[config.mk]
export PLATFORM = sky130hd
export DESIGN_NAME = sgi_dispatch
export DESIGN_NICKNAME = d
export VERILOG_FILES = /design/src/rtl/sgi_pkg.sv /design/src/rtl/sgi_trig_decode.sv /design/src/rtl/sgi_ack_fsm.sv /design/src/rtl/sgi_src_matrix.sv /design/src/rtl/sgi_dispatch.sv
export SDC_FILE = /design/constraint.sdc
export NUM_CORES = 1
export LEC_CHECK = 0
export BUFFER_PORTS_ARGS = -buffer_cell sky130_fd_sc_hd__buf_2
export CORE_ASPECT_RATIO = 1.75
export CORE_MARGIN = 1
export CORE_UTILIZATION = 45
export DETAILED_ROUTE_END_ITERATION = 8
export PLACE_DENSITY = 0.69
export SYNTH_ARGS = -nofsm -noshare
export SYNTH_HDL_FRONTEND = slang
export SYNTH_SLANG_ARGS = --single-unit
[constraint.sdc]
create_clock -name clk -period 3.7 [get_ports clk]
set_clock_uncertainty 0.1 [all_clocks]
set_input_delay 0.37 -clock clk [delete_from_list [all_inputs] [get_ports clk]]
set_output_delay 0.37 -clock clk [all_outputs]
set_load 0.01 [all_outputs]
[src/rtl/sgi_pkg.sv]
`timescale 1ns/1ps
package sgi_pkg;
    localparam int SGI_COUNT   = 16;
    localparam int SGI_ID_W    = 4;
    localparam int TRIG_W      = 32;
    localparam int TRIG_ID_W   = 10;
    localparam int SRC_FIELD_W = 3;
    localparam int ACK_W       = TRIG_ID_W + SRC_FIELD_W;
    localparam int BYTE_W      = 8;
    localparam logic [TRIG_ID_W-1:0] SPURIOUS_ID = 10'd1023;

    typedef enum logic [1:0] {
        FLT_LIST   = 2'd0,
        FLT_OTHERS = 2'd1,
        FLT_SELF   = 2'd2,
        FLT_ALL    = 2'd3
    } filter_e;

    typedef enum logic {
        ACK_IDLE  = 1'b0,
        ACK_REPLY = 1'b1
    } ack_state_e;
endpackage

[src/rtl/sgi_trig_decode.sv]
`timescale 1ns/1ps
module sgi_trig_decode
    import sgi_pkg::*;
#(
    parameter int NCPU   = 4,
    parameter int WRITER = 0
) (
    input  logic                 valid,
    input  logic [TRIG_W-1:0]    word,
    output logic                 hit,
    output logic [SGI_ID_W-1:0]  id,
    output logic [NCPU-1:0]      targets
);
    localparam logic [NCPU-1:0] ALL_MASK  = {NCPU{1'b1}};
    localparam logic [NCPU-1:0] SELF_MASK = NCPU'(1) << WRITER;

    filter_e mode;
    logic    unused_word_bits;

    assign unused_word_bits = ^word;
    assign mode = filter_e'(word[25:24]);
    assign id   = word[SGI_ID_W-1:0];
    assign hit  = valid && (word[TRIG_ID_W-1:SGI_ID_W] == '0);

    always_comb begin
        unique case (mode)
            FLT_LIST:   targets = word[16 +: NCPU];
            FLT_OTHERS: targets = ALL_MASK & ~SELF_MASK;
            FLT_SELF:   targets = SELF_MASK;
            FLT_ALL:    targets = ALL_MASK;
        endcase
    end
endmodule

[src/rtl/sgi_ack_fsm.sv]
`timescale 1ns/1ps
module sgi_ack_fsm
    import sgi_pkg::*;
#(
    parameter int NCPU = 4
) (
    input  logic                        clk,
    input  logic                        rst_n,
    input  logic                        req,
    input  logic [SGI_ID_W-1:0]         req_id,
    input  logic [SGI_COUNT*NCPU-1:0]   vec_flat,
    output logic                        ready,
    output logic                        valid,
    output logic [ACK_W-1:0]            word,
    output logic [SGI_ID_W-1:0]         clr_id,
    output logic [NCPU-1:0]             clr_mask
);
    ack_state_e state, state_nxt;
    logic [NCPU-1:0]        sel_vec;
    logic [SRC_FIELD_W-1:0] low_idx;
    logic                   low_found;
    logic                   accept;
    logic [ACK_W-1:0]       word_nxt, word_q;

    // lowest-numbered source in the requested vector
    always_comb begin
        sel_vec   = vec_flat[int'(req_id)*NCPU +: NCPU];
        low_idx   = '0;
        low_found = 1'b0;
        for (int b = NCPU - 1; b >= 0; b--) begin
            if (sel_vec[b]) begin
                low_idx   = SRC_FIELD_W'(b);
                low_found = 1'b1;
            end
        end
    end

    // state register
    always_ff @(posedge clk or negedge rst_n) begin
        if (!rst_n) state <= ACK_IDLE;
        else        state <= state_nxt;
    end

    // transitions: ACCEPT (IDLE->REPLY), RETIRE (REPLY->IDLE)
    always_comb begin
        state_nxt = state;
        unique case (state)
            ACK_IDLE:  if (req) state_nxt = ACK_REPLY;
            ACK_REPLY: state_nxt = ACK_IDLE;
        endcase
    end

    // outputs
    always_comb begin
        ready    = 1'b0;
        valid    = 1'b0;
        accept   = 1'b0;
        clr_mask = '0;
        clr_id   = req_id;
        word_nxt = {{SRC_FIELD_W{1'b0}}, SPURIOUS_ID};
        unique case (state)
            ACK_IDLE: begin
                ready  = 1'b1;
                accept = req;
                if (low_found) begin
                    word_nxt = {low_idx, {(TRIG_ID_W-SGI_ID_W){1'b0}}, req_id};
                    if (req) clr_mask = NCPU'(1) << low_idx;
                end
            end
            ACK_REPLY: valid = 1'b1;
        endcase
    end

    always_ff @(posedge clk or negedge rst_n) begin
        if (!rst_n)      word_q <= '0;
        else if (accept) word_q <= word_nxt;
    end

    assign word = word_q;
endmodule

[src/rtl/sgi_src_matrix.sv]
`timescale 1ns/1ps
module sgi_src_matrix
    import sgi_pkg::*;
#(
    parameter int NCPU  = 4,
    parameter int CPU_W = 2
) (
    input  logic                              clk,
    input  logic                              rst_n,
    input  logic [NCPU-1:0]                   trig_hit,
    input  logic [NCPU*SGI_ID_W-1:0]          trig_id,
    input  logic [NCPU*NCPU-1:0]              trig_tgt,
    input  logic [NCPU*SGI_ID_W-1:0]          clr_id,
    input  logic [NCPU*NCPU-1:0]              clr_mask,
    input  logic                              srcw_valid,
    input  logic                              srcw_set,
    input  logic [CPU_W-1:0]                  srcw_cpu,
    input  logic [SGI_ID_W-1:0]               srcw_id,
    input  logic [BYTE_W-1:0]                 srcw_bits,
    output logic [NCPU*SGI_COUNT*NCPU-1:0]    src_flat
);
    logic unused_byte_bits;
    assign unused_byte_bits = ^srcw_bits;

    for (genvar t = 0; t < NCPU; t++) begin : g_tgt
        for (genvar s = 0; s < SGI_COUNT; s++) begin : g_sgi
            localparam logic [CPU_W-1:0]    T_IDX = CPU_W'(t);
            localparam logic [SGI_ID_W-1:0] S_IDX = SGI_ID_W'(s);
            logic [NCPU-1:0] vec, set_bits, clr_bits;
            logic            here;

            assign here = srcw_valid && (srcw_cpu == T_IDX) && (srcw_id == S_IDX);

            always_comb begin
                set_bits = '0;
                for (int w = 0; w < NCPU; w++) begin
                    if (trig_hit[w] && (trig_id[w*SGI_ID_W +: SGI_ID_W] == S_IDX)
                        && trig_tgt[w*NCPU + t])
                        set_bits[w] = 1'b1;
                end
                if (here && srcw_set) set_bits = set_bits | srcw_bits[NCPU-1:0];
                clr_bits = (clr_id[t*SGI_ID_W +: SGI_ID_W] == S_IDX)
                         ? clr_mask[t*NCPU +: NCPU] : '0;
                if (here && !srcw_set) clr_bits = clr_bits | srcw_bits[NCPU-1:0];
            end

            always_ff @(posedge clk or negedge rst_n) begin
                if (!rst_n) vec <= '0;
                else        vec <= (vec & ~clr_bits) | set_bits;
            end

            assign src_flat[(t*SGI_COUNT + s)*NCPU +: NCPU] = vec;
        end
    end
endmodule

[src/rtl/sgi_dispatch.sv]
`timescale 1ns/1ps
module sgi_dispatch
    import sgi_pkg::*;
#(
    parameter  int NCPU  = 4,
    localparam int CPU_W = (NCPU > 1) ? $clog2(NCPU) : 1
) (
    input  logic                        clk,
    input  logic                        rst_n,
    input  logic [NCPU-1:0]             trig_valid,
    input  logic [NCPU*TRIG_W-1:0]      trig_word,
    input  logic [NCPU-1:0]             ack_req,
    input  logic [NCPU*SGI_ID_W-1:0]    ack_id,
    output logic [NCPU-1:0]             ack_ready,
    output logic [NCPU-1:0]             ack_valid,
    output logic [NCPU*ACK_W-1:0]       ack_word,
    input  logic                        srcw_valid,
    input  logic                        srcw_set,
    input  logic [CPU_W-1:0]            srcw_cpu,
    input  logic [SGI_ID_W-1:0]         srcw_id,
    input  logic [BYTE_W-1:0]           srcw_bits,
    input  logic [CPU_W-1:0]            rd_cpu,
    input  logic [SGI_ID_W-1:0]         rd_id,
    output logic [NCPU-1:0]             rd_src,
    output logic [NCPU*SGI_COUNT-1:0]   pend
);
    localparam int VEC_PER_CPU = SGI_COUNT * NCPU;

    logic [NCPU-1:0]                  trig_hit;
    logic [NCPU*SGI_ID_W-1:0]         trig_id;
    logic [NCPU*NCPU-1:0]             trig_tgt;
    logic [NCPU*SGI_ID_W-1:0]         clr_id;
    logic [NCPU*NCPU-1:0]             clr_mask;
    logic [NCPU*VEC_PER_CPU-1:0]      src_flat;

    for (genvar w = 0; w < NCPU; w++) begin : g_dec
        sgi_trig_decode #(.NCPU(NCPU), .WRITER(w)) u_dec (
            .valid   (trig_valid[w]),
            .word    (trig_word[w*TRIG_W +: TRIG_W]),
            .hit     (trig_hit[w]),
            .id      (trig_id[w*SGI_ID_W +: SGI_ID_W]),
            .targets (trig_tgt[w*NCPU +: NCPU])
        );
    end

    sgi_src_matrix #(.NCPU(NCPU), .CPU_W(CPU_W)) u_mat (
        .clk        (clk),
        .rst_n      (rst_n),
        .trig_hit   (trig_hit),
        .trig_id    (trig_id),
        .trig_tgt   (trig_tgt),
        .clr_id     (clr_id),
        .clr_mask   (clr_mask),
        .srcw_valid (srcw_valid),
        .srcw_set   (srcw_set),
        .srcw_cpu   (srcw_cpu),
        .srcw_id    (srcw_id),
        .srcw_bits  (srcw_bits),
        .src_flat   (src_flat)
    );

    for (genvar c = 0; c < NCPU; c++) begin : g_ack
        sgi_ack_fsm #(.NCPU(NCPU)) u_fsm (
            .clk      (clk),
            .rst_n    (rst_n),
            .req      (ack_req[c]),
            .req_id   (ack_id[c*SGI_ID_W +: SGI_ID_W]),
            .vec_flat (src_flat[c*VEC_PER_CPU +: VEC_PER_CPU]),
            .ready    (ack_ready[c]),
            .valid    (ack_valid[c]),
            .word     (ack_word[c*ACK_W +: ACK_W]),
            .clr_id   (clr_id[c*SGI_ID_W +: SGI_ID_W]),
            .clr_mask (clr_mask[c*NCPU +: NCPU])
        );
        for (genvar s = 0; s < SGI_COUNT; s++) begin : g_pend
            assign pend[c*SGI_COUNT + s] = |src_flat[(c*SGI_COUNT + s)*NCPU +: NCPU];
        end
    end

    always_comb begin
        rd_src = '0;
        if (int'(rd_cpu) < NCPU)
            rd_src = src_flat[(int'(rd_cpu)*SGI_COUNT + int'(rd_id))*NCPU +: NCPU];
    end
endmodule

======== Word level (Yosys, flattened, before mapping) ========
Index checks and enable logic that the tools add are counted.
word-level totals
  output and inout port bits .............. 128
  input port bits ......................... 176
  bits in registers ....................... 312
cells by class
  add/subtract/negate cells ............... 1
  equal/unequal tests ..................... 150
  muxes and demuxes ....................... 524
  bitwise operators ....................... 324
  reductions and logical operators ........ 603
  shift-type cells ........................ 9
operator list
  operator             count
  $mux 4               204
  $or 4x4->4           192
  $logic_and 1x1->1    520
  $eq 4x4->1 const B   72
  $mux 1               288
  $and 4x4->4          64
  $not 4->4            64
  $reduce_or 4->1      64
  $shiftx 256x10->4    1
  $shiftx 64x7->4      4
  $eq 4x3->1 const B   36
  $mux 13              8
  $eq 4x2->1 const B   18
  $pmux 4 s4           4
  $eq 4x1->1 const B   9
  $logic_not 4->1      9
  $mux 3               12
  $logic_not 6->1      4
  $eq 2x2->1 const B   10
  $shl 1x3->4 const A  4
  $eq 2x1->1 const B   5
  $logic_not 2->1      5
  $mux 2               4
  $pmux 1 s2           4
  other kinds (3)      6

======== Longest topological paths before layout ========
  word-level depth ........................ 15
  mapped depth ............................ 10

======== By module ========
A second synthesis with hierarchy kept.
unflattened totals
  cell total of the unflattened synthesis .. 2398
  area, all modules ....................... 21923.5 sq um
by module, submodules not included
  module           times used  area an instance (sq um)  cells an instance
  sgi_src_matrix   1           14759.2                   1742
  sgi_ack_fsm      4           1031.0                    95
  sgi_dispatch     1           2690.1                    228
  sgi_trig_decode  4           87.6                      12

======== Least setup slack after synthesis ========
No wires, ideal clock.
  kind .................................... in2out
  start ................................... input port rd_id[0]
  end ..................................... output port rd_src[1]
  data required time ...................... 3230 ps
  path buffers ............................ 3
  arrival time ............................ 2532 ps
  setup slack ............................. 698 ps
  cell stages on the path ................. 7
  path through ............................ buf_2 -> buf_2 -> buf_2 -> mux4_2 -> mux4_2 -> a22oi_1 -> nand2_1
on the way
  cells in the longest elaborated chain, start to end .. 2
ends and longest elaborated chain
  item               RTL line            text
  start, declared    sgi_dispatch.sv:23  input logic [SGI_ID_W-1:0] rd_id,
  $add 6x4->7        sgi_dispatch.sv:83  rd_src = src_flat[(int'(rd_cpu)*SGI_COUNT + int'(rd_id))*NCPU +: NCPU];
  $shiftx 256x10->4  sgi_dispatch.sv:83
  end, declared      sgi_dispatch.sv:24  output logic [NCPU-1:0] rd_src,
Every way passes these cells.

======== Worst setup path in the final report ========
  start ................................... register u_mat.g_tgt[1].g_sgi[1].vec[1]
  end ..................................... output port rd_src[1]
on the way
  cells in the longest elaborated chain, start to end .. 1
ends and longest elaborated chain
  item                    RTL line              text
  start, declared         sgi_src_matrix.sv:29  logic [NCPU-1:0] vec, set_bits, clr_bits;
  start signal, assigned  sgi_src_matrix.sv:49  else vec <= (vec & ~clr_bits) | set_bits;
  $shiftx 256x10->4       sgi_dispatch.sv:83
Every way passes these cells.

==> run summary <==
Outcome -> finished, final reports clean
Post-CTS sizing -> 0
Avg Vias per Cell -> 7.42
Synth Register Bits -> 288
Clock buffer depth -> 3
Critical Path RT -> 3230 ps
Leakage Power -> 0.00964 uW
Root buffer cell -> clkbuf_16
Pre-Repair DR Iteration Count -> 7
Final WS setup -> 299 ps
Clock transition at path regs -> 70 ps
Initial drt markers -> 3910
CTS buffer count -> 30
Final estimated routing congestion in global placement -> 1.03
Yosys warns -> 0
Fraction of layout cells with a size suffix above 1 -> 23.9%
Final Hold Viols -> 0
Area share of the largest cell type after synthesis -> 33.1%
Post-synth design cell area -> 21800 um^2
H-tree lvl count -> 1
Post-Route WL -> 111 mm
CTS tree -> yes
Final setup TNS -> 0 ps
Nets -> 2867
Unrepaired setup endpoints after global routing -> no
Slew HR -> 3.60%
PD cells -> 416 nW/um^2
Ys async rst share -> 100%
Max Cap Viol -> 0
Fin crit share -> 91.9%
Post-synthesis sequential area ratio -> 33.1%
Count of cell types in the netlist -> 69
DRC -> 0
Mapped Cells -> 2526
CP Capture Type -> output port
Synth top area cells -> dfrtp_1 (33%), mux4_2 (13%), nand2_1 (11%)
Final Max Slew Viols -> 0
Initial core utilization -> 45.6%
Post-Place Setup Slack -> 430 ps
Number of I/O port buffers -> 231
CP Class -> register to output port
Layout area overhead -> 13.7%
Die Width -> 168 um
F_max -> 294 MHz
HPWL Detailed -> 76.1 mm
Io pins -> 304
Min Tclk post-route -> 3400 ps
Drt wl/cell -> 33.3 um
Arrival @ worst endpoint -> 2930 ps
Worst skew pair latency -> 600 ps
Worst-Margin Slew -> 1430 ps
Die ar. -> 49300 um^2
CP Launch Type -> register
Initial antenna violation count -> 10
Placed cell areas -> 23700 um^2
Vias in the first global route -> 23500
Pin count of the biggest net entering global routing -> 98
Design Power -> 10300 uW
Critical path peak fanout -> 4
Synth area leader -> dfrtp_1
CORE AREA -> 47700 um^2
Overflow after GRT -> 0
Syn Area/Cell -> 8.62 um^2
Rows -> 106
Ys flop type -> dfrtp_1
Vias -> 24600
Peak supply drop -> 0.269 mV
Post-synth EDFFs -> 0
Fillcell total -> 4468
Routed Antenna Nets -> 0
DIE HEIGHT -> 293 um
Final setup violation count -> 0
HP Class -> input port to register
Design area -> 24700 um^2
Global-route usage over all layers -> 44.6%
Global-route wire length before repair -> 159 mm
Hold Slack -> 40.7 ps
Clock tree sinks -> 288
## where the power goes
part / total, uW / internal (uW) / switching [uW]
sequential: 3990 / 3540 / 456
clock: 3260 / 1790 / 1470
combinational: 3030 / 1260 / 1780
total: 10300 / 6590 / 3700
## metrics by stage
step | util [%] | cells
6_report | 51.8 | 3315
5_1_grt | 51.8 | 3309
4_1_cts | 51.8 | 3309
3_5_place_dp | 49.6 | 3252
3_3_place_gp | 49.6 | 3252
2_1_floorplan | - | 2529
## area by class of cell
cell class | count | area [um^2] | area share (%)
repair buffers | 337 | 2110 | 8.55
clock inverters | 15 | 140 | 0.566
diodes | 6 | 15.0 | 0.0607
multi-input cells | 1995 | 13500 | 54.6
flip-flops and latches | 288 | 7210 | 29.1
clock buffers | 41 | 873 | 3.53
inverters | 39 | 146 | 0.592
well taps | 594 | 743 | 3.00
## synthesized netlist by cell type, types with 33 or more instances
cell and instances:
nand2_1 629, dfrtp_1 288, nor2_1 225, o211ai_1 177
clkbuf_1 134, mux4_2 129, o21ai_0 103, nand3_1 93
a31o_2 91, or4_1 65, nor2b_1 48, a22oi_1 37
inv_1 36, nor3_1 36, buf_4 33
## placed cells by master, fill, tap and decap left out, types with 11 or more instances in the layout
| cell | count |
|---|---|
| o311ai_0 | 27 |
| o21ai_0 | 103 |
| o41ai_1 | 11 |
| or4_1 | 65 |
| clkbuf_16 | 31 |
| mux4_2 | 129 |
| nand2b_1 | 24 |
| a21oi_1 | 23 |
| nor2_1 | 225 |
| nor3_1 | 32 |
| o22a_1 | 11 |
| buf_2 | 225 |
| inv_1 | 36 |
| buf_4 | 99 |
| nor2b_1 | 48 |
| a21o_1 | 15 |
| dfrtp_1 | 288 |
| nand3_1 | 93 |
| mux2i_1 | 26 |
| a31o_2 | 91 |
| a22o_1 | 22 |
| o211ai_1 | 177 |
| nand2_1 | 629 |
| buf_12 | 11 |
| a22oi_1 | 37 |
| nand4_1 | 12 |
| a2bb2oi_1 | 13 |
| a221o_1 | 25 |
| a21boi_0 | 18 |
## flip-flops by register name, summed over array words and instances, names as in the netlist
register,cells
g_ack.u_fsm.state,4
u_mat.g_tgt.g_sgi.vec,256
g_ack.u_fsm.word,28
## metal layers
metal | track usage (%) | vias to the layer above | part of all wire, %
li1 | - | 9773 | -
met1 | 52.0 | 11800 | 31
met2 | 68.5 | 2341 | 44
met3 | 13.0 | 702 | 14
met4 | 35.7 | 10 | 10
met5 | 0 | - | 0.056
## worst paths after layout
kind,startpoint,to,slack [ps],cells past startpoint
worst max-delay path,u_mat.g_tgt[1].g_sgi[1].vec[1],rd_src[1],300,6
worst min-delay path,trig_word[66],u_mat.g_tgt[0].g_sgi[11].vec[2],40,2
worst max register to register,u_mat.g_tgt[0].g_sgi[10].vec[0],u_mat.g_tgt[0].g_sgi[3].vec[0],860,7
worst min register to register,g_ack[0].u_fsm.word[10],g_ack[0].u_fsm.word[10],370,2
max in group asynchronous,rst_n,u_mat.g_tgt[0].g_sgi[8].vec[1],2220,3
min in group asynchronous,rst_n,g_ack[2].u_fsm.word[2],280,2
## logic make-up (layout without fill, tap and decap cells)
| family | Yosys count | after routing | synth area share, % |
|---|---|---|---|
| multiplexers | 163 | 163 | 15.0 |
| flip-flops | 288 | 288 | 33.1 |
| AO/OA/AOI/OAI | 650 | 650 | 22.9 |
| AND/OR/NAND/NOR | 1178 | 1178 | 23.9 |
| other | 1 | 10 | 0.0172 |
| buffers and inverters | 246 | 432 | 5.01 |
## timing repair
action                                 CTS  global route
setup buffers                            0             0
endpoints found under the hold margin   92             0
hold buffers                             1             0
## critical path: stages (launching register included)
cell,delay [ps]
dfrtp_1,420
mux4_2,600
mux4_2,510
a22oi_1,230
buf_4,240
nand2_1,150
buf_2,180
Power figures use the tool's default switching activity.
